$ cat src/rtl/symfn_pkg.sv
package symfn_pkg;

  // Start offset of column j inside the flat triangular storage.
  // Column j holds j+1 threshold bits.
  function automatic int tri_base(input int j);
    return (j * (j + 1)) / 2;
  endfunction

  // Total number of bits held by a triangular array for n inputs.
  function automatic int tri_size(input int n);
    return (n * (n + 1)) / 2;
  endfunction

endpackage

$ cat src/rtl/symfn_maxmin_cell.sv
module symfn_maxmin_cell (
  input  logic a,
  input  logic b,
  output logic hi,
  output logic lo
);
  // Binary maximum is OR, binary minimum is AND.
  assign hi = a | b;
  assign lo = a & b;
endmodule

$ cat src/rtl/symfn_thresh_array.sv
module symfn_thresh_array
  import symfn_pkg::*;
#(
  parameter int N_IN = 4
) (
  input  logic [N_IN-1:0] x,
  output logic [N_IN-1:0] ge
);
  localparam int TRI_BITS = tri_size(N_IN);
  localparam int LAST_COL = tri_base(N_IN - 1);

  // Column j occupies bits [tri_base(j) +: j+1].
  // Inside column j, bit k means "at least k+1 of x[0..j] are high".
  logic [TRI_BITS-1:0] tri_bits;

  for (genvar j = 0; j < N_IN; j++) begin : g_col
    if (j == 0) begin : g_first
      assign tri_bits[0] = x[0];
    end else begin : g_cells
      localparam int PREV_BASE = tri_base(j - 1);
      localparam int CUR_BASE  = tri_base(j);

      // Carry travels down the column; it enters as the new variable.
      logic [j:0] cy;
      assign cy[0] = x[j];

      for (genvar k = 0; k < j; k++) begin : g_row
        symfn_maxmin_cell u_cell (
          .a  (cy[k]),
          .b  (tri_bits[PREV_BASE + k]),
          .hi (tri_bits[CUR_BASE + k]),
          .lo (cy[k + 1])
        );
      end

      // The final carry is the new deepest threshold of this column.
      assign tri_bits[CUR_BASE + j] = cy[j];
    end
  end

  assign ge = tri_bits[LAST_COL +: N_IN];
endmodule

$ cat src/rtl/symfn_exact_level.sv
module symfn_exact_level #(
  parameter int N_IN = 4
) (
  input  logic [N_IN-1:0] ge,
  output logic [N_IN:0]   eq
);
  // Count zero: no threshold reached.
  assign eq[0] = ~ge[0];

  // Count k: "at least k" is set and "at least k+1" is not.
  for (genvar k = 1; k < N_IN; k++) begin : g_mid
    assign eq[k] = ge[k - 1] ^ ge[k];
  end

  // Top count: the deepest threshold is used directly.
  assign eq[N_IN] = ge[N_IN - 1];
endmodule

$ cat src/rtl/symfn_index_select.sv
module symfn_index_select #(
  parameter int N_IN = 4
) (
  input  logic [N_IN:0] eq,
  input  logic [N_IN:0] mask,
  output logic          hit
);
  // eq is one-hot, so OR-combining the enabled terms is the same as XOR.
  assign hit = |(eq & mask);
endmodule

$ cat src/rtl/symfn_unit.sv
module symfn_unit #(
  parameter int N_IN    = 4,
  parameter bit REG_OUT = 1'b1
) (
  input  logic            clk,
  input  logic            rst_n,
  input  logic [N_IN-1:0] din,
  input  logic [N_IN:0]   idx_mask,
  output logic [N_IN-1:0] ge_vec,
  output logic [N_IN:0]   eq_vec,
  output logic            fout
);
  logic func_comb;

  symfn_thresh_array #(.N_IN(N_IN)) u_thresh (
    .x  (din),
    .ge (ge_vec)
  );

  symfn_exact_level #(.N_IN(N_IN)) u_exact (
    .ge (ge_vec),
    .eq (eq_vec)
  );

  symfn_index_select #(.N_IN(N_IN)) u_sel (
    .eq   (eq_vec),
    .mask (idx_mask),
    .hit  (func_comb)
  );

  if (REG_OUT) begin : g_reg
    logic fout_d;
    logic fout_q;

    always_comb begin
      fout_d = func_comb;
    end

    always_ff @(posedge clk or negedge rst_n) begin
      if (!rst_n) begin
        fout_q <= 1'b0;
      end else begin
        fout_q <= fout_d;
      end
    end

    assign fout = fout_q;
  end else begin : g_comb
    logic unused_clk_rst;
    assign unused_clk_rst = clk ^ rst_n;
    assign fout = func_comb;
  end
endmodule

$ cat config.mk
export PLATFORM = sky130hd
export DESIGN_NAME = symfn_unit
export DESIGN_NICKNAME = d
export VERILOG_FILES = /design/src/rtl/symfn_pkg.sv /design/src/rtl/symfn_maxmin_cell.sv /design/src/rtl/symfn_thresh_array.sv /design/src/rtl/symfn_exact_level.sv /design/src/rtl/symfn_index_select.sv /design/src/rtl/symfn_unit.sv
export SDC_FILE = /design/constraint.sdc
export NUM_CORES = 1
export LEC_CHECK = 0
export ABC_AREA = 1
export CAP_MARGIN = 10
export CELL_PAD_IN_SITES_DETAIL_PLACEMENT = 0
export CELL_PAD_IN_SITES_GLOBAL_PLACEMENT = 1
export CORE_MARGIN = 8
export CORE_UTILIZATION = 17
export CTS_CLUSTER_DIAMETER = 60
export DETAILED_ROUTE_END_ITERATION = 10
export HOLD_SLACK_MARGIN = 0.03
export PLACE_DENSITY = 0.81
export REMOVE_ABC_BUFFERS = 1
export SYNTH_ARGS = -nofsm -noshare
export SYNTH_HDL_FRONTEND = slang
export SYNTH_HIERARCHICAL = 1
export SYNTH_SLANG_ARGS = --single-unit
export TNS_END_PERCENT = 1
$ cat constraint.sdc
create_clock -name clk -period 2.19 [get_ports clk]
set_clock_uncertainty 0.15 [all_clocks]
set_input_delay 0.5475 -clock clk [delete_from_list [all_inputs] [get_ports clk]]
set_output_delay 0.5475 -clock clk [all_outputs]
set_load 0.03 [all_outputs]
==> results of run 1 <==
==> worst max-delay path: stages <==
cell and delay (ps):
buf_6 90, inv_2 40, nand2_2 50, nand2_1 50, inv_1 40, inv_1 50
nand2_2 50, nand2_1 50, inv_1 40, inv_1 60, nand2_2 70, inv_2 70
nand2_2 50, nand2_2 70, buf_6 130
==> through the flow <==
| stage | TNS, ps | std cells |
|---|---|---|
| floorplan | -554.4 | 55 |
| global placement | -3244 | 99 |
| detailed placement | -3377 | 99 |
| CTS | 0 | 99 |
| global route | -197.4 | 99 |
| finish | 0 | 99 |
==> logic make-up (layout without fill, tap and decap cells) <==
| kind of cell | count (synthesis) | count (layout) |
|---|---|---|
| and+or+nand+nor | 30 | 30 |
| buffers and inverters | 29 | 52 |
| DFF | 1 | 1 |
==> how the worst max path moves through the flow <==
| stage | slack, ps | end | cells past startpoint |
|---|---|---|---|
| 6_report | 30 | eq_vec[2] | 15 |
| 3_5_place_dp | -480 | eq_vec[2] | 15 |
| 4_1_cts | 0.6 | eq_vec[2] | 15 |
| 5_1_grt | -90 | eq_vec[3] | 15 |
| 3_3_place_gp | -470 | eq_vec[3] | 15 |
| 2_1_floorplan | -240 | eq_vec[3] | 12 |
==> power by group <==
part	internal (mW)	switching (mW)
clock	0	0
combinational	0.0612	0.0651
sequential	0.0216	0.000700
==> cell type report <==
type                       count  area [sq um]  share of cell area
inverter                      24         90.09              0.1694
multi-input combinational     30         140.1              0.2635
sequential                     1         25.02             0.04706
tap                           16         20.02             0.03765
timing repair buffer          28         256.5              0.4824
==> metal layers <==
layer	vias up	wire, um
met5	-	0
met4	0	0
met3	0	42
met2	15	297
met1	134	342
li1	199	-
==> placed cells by master, fill, tap and decap left out <==
master,count
nand2_1,18
inv_1,17
buf_4,11
nand2_2,11
buf_6,8
clkdlybuf4s50_1,7
inv_2,7
dfrtp_1,1
clkbuf_2,1
dlygate4sd2_1,1
nor2_1,1
==> repair_timing <==
item | CTS | global route
pin swaps | 9 | 6
setup endpoints to repair | 10 | 6
cloned | 0 | 0
gates resized for setup | 24 | 13
==> out/metrics.yaml, run 1 <==
floorplanning:
  core-area_sq_um: 1489
  start_util: 0.1782
  die_w_um: 55.50
  dieArea_sq_um: 3080
  rows: 14
  die-height_um: 55.50
  boundaryPins: 21
logic_synthesis:
  synthTopCellsByCount: "29 x nand2_1, 24 x inv_1, 5 x buf_4"
  synth_area_leaders: "nand2_1 41%, inv_1 34%, buf_4 14%"
  synth_seq_cells: 1
  yosysMostFrequentCell: "nand2_1"
  netlist_area_sq_um: 265.3
  yosys_warnings: 6
  ys_seq_area_frac: 0.09434
  synth-adder-area-share: 0
  synth_top_area_frac: 0.4104
  synth_edf_count: 0
  avgSynthCellArea_sq_um: 4.421
  synthDistinctLibCells: 5
  synth.largest_area_cell: "nand2_1"
  synth_xor_area_frac: 0
  synthArstFlopShare: 1.000
  synth-compound-area-share: 0
  synth_cells: 60
  synth_top_family_by_area: "buffers and inverters"
  synthSimpleGateAreaFrac: 0.4245
  synth_top_flop_cell: "dfrtp_1"
  yosys-mux-area-fraction: 0
global_route:
  grt_use_met3: 0.009132
  grtUsageMet1: 0.05398
  antenna_found_initial: 0
  top_usage_layer: "met2"
  grt_max_degree: 5
  grtUsageTotal: 0.03991
  use_met2: 0.06571
  first_global_vias: 288
  grt_first_pass_wirelength_mm: 1.145
  overflow: 0
clock_tree:
  postCtsSetupRepairBufs: 0
  clk_pin_slew_ps: 0
  ctsHoldBuffers: 0
route:
  ant_nets: 0
  drc: 0
  vias_per_cell: 3.515
  vias: 348
  drt_iter0_drc: 2
  wl_per_cell_um: 6.889
  finalWirelength_um: 682
  first_pass_iters: 2
sta:
  finalCritPeriodShare: 0.9856
  tightest_slew_ps: 305.2
  hold_violations: 0
  fin_ws_ps: 31.61
  hold_ws_ps: 546.4
  max_freq_mhz: 463.3
  maxSlewHeadroom: 0.7959
  grt_setup_unrepaired: "yes"
  slew_viol_final: 0
  finalSetupViolCount: 0
  fin_crit_ps: 2158
placed_design:
  pre_cts_ws_ps: -477.3
  place_hpwl_um: 633.6
  place_congestion: 0.7304
  numPortBuffers: 20
  dpl_cell_area_sq_um: 485.5
worst_setup_path:
  startpoint_type: "primary input"
  arrival_ps: 1460
  crit_start: "din[1]"
  critPathMaxFanout: 4
  crit_type: "primary input to output pin"
  cp-end-kind: "output pin"
  required_ps: 1490
run_status:
  status: "finished clean"
power_and_ir_drop:
  irDropWorstVdd_mv: 0.07424
  power_density_nw_per_um2: 279.5
  finalPower_uw: 148.6
  p_leak_nw: 0.3564
layout:
  diodes: 0
  final_area_sq_um: 531.8
  final_util: 0.3571
  area_growth_pct: 100.5
  drive_gt1_frac: 0.4578
  nets: 96
  fill_cells: 174
  largest_reg_flops: 1
hold_path:
  hp-class: "primary input to async pin"
flow_run:
  maxCapViolCount: 0
Power figures use the tool's default switching activity.
==> run 2: changes to the inputs <==
--- a/config.mk
+++ b/config.mk
@@ -14,7 +14,7 @@
 export CTS_CLUSTER_DIAMETER = 60
 export DETAILED_ROUTE_END_ITERATION = 10
 export HOLD_SLACK_MARGIN = 0.03
-export PLACE_DENSITY = 0.81
+export PLACE_DENSITY = 0.82
 export REMOVE_ABC_BUFFERS = 1
 export SYNTH_ARGS = -nofsm -noshare
 export SYNTH_HDL_FRONTEND = slang
==> out/metrics.yaml, run 2 (synthesis results as in run 1) <==
run_status:
  status: "finished clean"  # unchanged
floorplanning:
  die-height_um: 55.50  # unchanged
  dieArea_sq_um: 3080  # unchanged
  core-area_sq_um: 1489  # unchanged
  boundaryPins: 21  # unchanged
  start_util: 0.1782  # unchanged
  rows: 14  # unchanged
  die_w_um: 55.50  # unchanged
global_route:
  antenna_found_initial: 0  # unchanged
  grt_first_pass_wirelength_mm: 1.324  # was 1.145 mm
  grtUsageTotal: 0.04631  # was 0.03991
  grt_max_degree: 5  # unchanged
  first_global_vias: 336  # was 288
  overflow: 0  # unchanged
route:
  drc: 0  # unchanged
  vias_per_cell: 3.663  # was 3.515
  first_pass_iters: 3  # was 2
  drt_iter0_drc: 2  # unchanged
  finalWirelength_um: 733  # was 682 um
  wl_per_cell_um: 7.257  # was 6.889 um
  vias: 370  # was 348
  ant_nets: 0  # unchanged
placed_design:
  dpl_cell_area_sq_um: 485.5  # unchanged
  place_congestion: 0.7257  # was 0.7304
  place_hpwl_um: 654.9  # was 633.6 um
  numPortBuffers: 20  # unchanged
worst_setup_path:
  cpLargestDelayFamily: "buffers and inverters"  # unchanged
  required_ps: 1490  # about the same
  path_depth: 15  # unchanged
  critPathMaxFanout: 4  # unchanged
  crit_type: "primary input to output pin"  # unchanged
  startpoint_type: "primary input"  # unchanged
  cp_cell_sequence: "buf_6 -> inv_2 -> nand2_2 -> nand2_1 -> inv_1 -> inv_1 -> nand2_1 -> nand2_1 -> inv_2 -> inv_2 -> nand2_4 -> inv_4 -> nand2_2 -> nand2_2 -> buf_6"  # was buf_6 -> inv_2 -> nand2_2 -> nand2_1 -> inv_1 -> inv_1 -> nand2_2 -> nand2_1 -> inv_1 -> inv_1 -> nand2_2 -> inv_2 -> nand2_2 -> nand2_2 -> buf_6
  crit_path_top_delay_cell: "buf_6"  # unchanged
  max_stage_delay_ps: 130  # about the same
  arrival_ps: 1450  # was 1460 ps
  worst-path-buf-inv: 8  # unchanged
  crit_start: "din[1]"  # unchanged
  critical_path.endpoint: "eq_vec[3]"  # was eq_vec[2]
  cp-end-kind: "output pin"  # unchanged
hold_path:
  hp-class: "primary input to async pin"  # unchanged
layout:
  nets: 98  # was 96
  layout_common_cells: "19 x nand2_1, 15 x inv_1, 13 x buf_4, 9 x nand2_2"  # was 18 x nand2_1, 17 x inv_1, 11 x buf_4, 11 x nand2_2, 8 x buf_6
  drive_gt1_frac: 0.4824  # was 0.4578
  final_area_sq_um: 551.8  # was 531.8 sq um
  largest_reg_flops: 1  # unchanged
  area_growth_pct: 108.0  # was 100.5%
  layout_commonest_cell: "nand2_1"  # unchanged
  diodes: 0  # unchanged
power_and_ir_drop:
  swShare: 0.4374  # was 0.4428
  irDropWorstVdd_mv: 0.07317  # was 0.07424 mV
  combPwrFrac: 0.858  # was 0.850
  clockPowerShare: 0  # about the same
  power_density_nw_per_um2: 284.4  # was 279.5 nW/um^2
  pwr-share-seq: 0.142  # was 0.150
  cell_internal_pwr_uw: 88.28  # was 82.80 uW
  p_sw_uw: 68.64  # was 65.81 uW
  p_leak_nw: 0.3680  # was 0.3564 nW
sta:
  hold_violations: 0  # unchanged
  finalCritPeriodShare: 0.9822  # was 0.9856
  tns_ps: 0  # unchanged
  fin_crit_ps: 2151  # was 2158 ps
  tightest_slew_ps: 305.5  # was 305.2 ps
  maxSlewHeadroom: 0.7957  # was 0.7959
  grt_setup_unrepaired: "yes"  # unchanged
  slew_viol_final: 0  # unchanged
  finalSetupViolCount: 0  # unchanged
  max_freq_mhz: 464.9  # was 463.3 MHz
clock_tree:
  clk_pin_slew_ps: 0  # about the same
  ctsHoldBuffers: 0  # unchanged
flow_run:
  maxCapViolCount: 0  # unchanged
==> run 2: cell count changes in the layout (fill, tap and decap cells not counted) <==
cell / before / now
buf_4: 11 / 13
inv_1: 17 / 15
inv_2: 7 / 8
inv_4: 0 / 1
nand2_1: 18 / 19
nand2_2: 11 / 9
nand2_4: 0 / 1
==> run 2: power groups by stage <==
stage / clock network (mW) / logic [mW] / registers, mW
2_1_floorplan: 0 / 0.0499 / 0.0282
5_1_grt: 0 / 0.147 / 0.0227
6_report: 0 / 0.135 / 0.0223
3_3_place_gp: 0 / 0.113 / 0.0223
3_5_place_dp: 0 / 0.115 / 0.0223
4_1_cts: 0 / 0.126 / 0.0224
==> run 2: per-stage QoR <==
step                      total power, mW  setup slack, ps    util  hold slack [ps]  std cells
final                              0.1569            38.97  0.3706            546.5        101
after CTS                          0.1485           -6.969  0.3471            549.0        100
after global routing               0.1702           -67.72  0.3706            548.8        101
after floorplan                   0.07814           -242.3       -            101.9         55
after global placement             0.1354           -467.2  0.3261            547.5         99
after detailed placement           0.1370           -492.2  0.3261            549.0         99
==> run 2: area by class of cell <==
type	instances	area, sq um
Multi-Input combinational cell	30	142.6
Sequential cell	1	25.02
Timing Repair Buffer	30	271.5
Inverter	24	92.59
Tap cell	16	20.02
Fill cell	167	937.1
==> run 2: how the worst min path moves through the flow <==
stage / start / slack [ps] / depth (start not counted) / end
2_1_floorplan: rst_n / 100 / 0 / fout$_DFF_PN0_
3_3_place_gp: rst_n / 550 / 1 / fout$_DFF_PN0_
3_5_place_dp: rst_n / 550 / 1 / fout$_DFF_PN0_
4_1_cts: rst_n / 550 / 1 / fout$_DFF_PN0_
5_1_grt: rst_n / 550 / 1 / fout$_DFF_PN0_
6_report: rst_n / 550 / 1 / fout$_DFF_PN0_
==> run 2: what timing repair did <==
action	CTS	global route
gates resized for setup	26	15
buffers inserted	1	1
hold endpoints to repair	0	0
endpoints found under the setup margin	10	7
pin swaps	9	8
==> run 2: metal layers <==
layer  vias up  wire length, um  global-route usage
li1        203                -                   -
met2        15              337             0.07853
met1       152              352             0.06033
met3         0               43             0.01142
met4         0                0                   0
met5         -                0                   0
==> run 3: changes to the inputs <==
--- a/config.mk
+++ b/config.mk
@@ -13,7 +13,7 @@
 export CORE_UTILIZATION = 17
 export CTS_CLUSTER_DIAMETER = 60
 export DETAILED_ROUTE_END_ITERATION = 10
-export HOLD_SLACK_MARGIN = 0.03
+export HOLD_SLACK_MARGIN = 0.06
 export PLACE_DENSITY = 0.82
 export REMOVE_ABC_BUFFERS = 1
 export SYNTH_ARGS = -nofsm -noshare
==> results of run 3 <==
No change in the layout: final DEF, timing and power equal those of run 2.
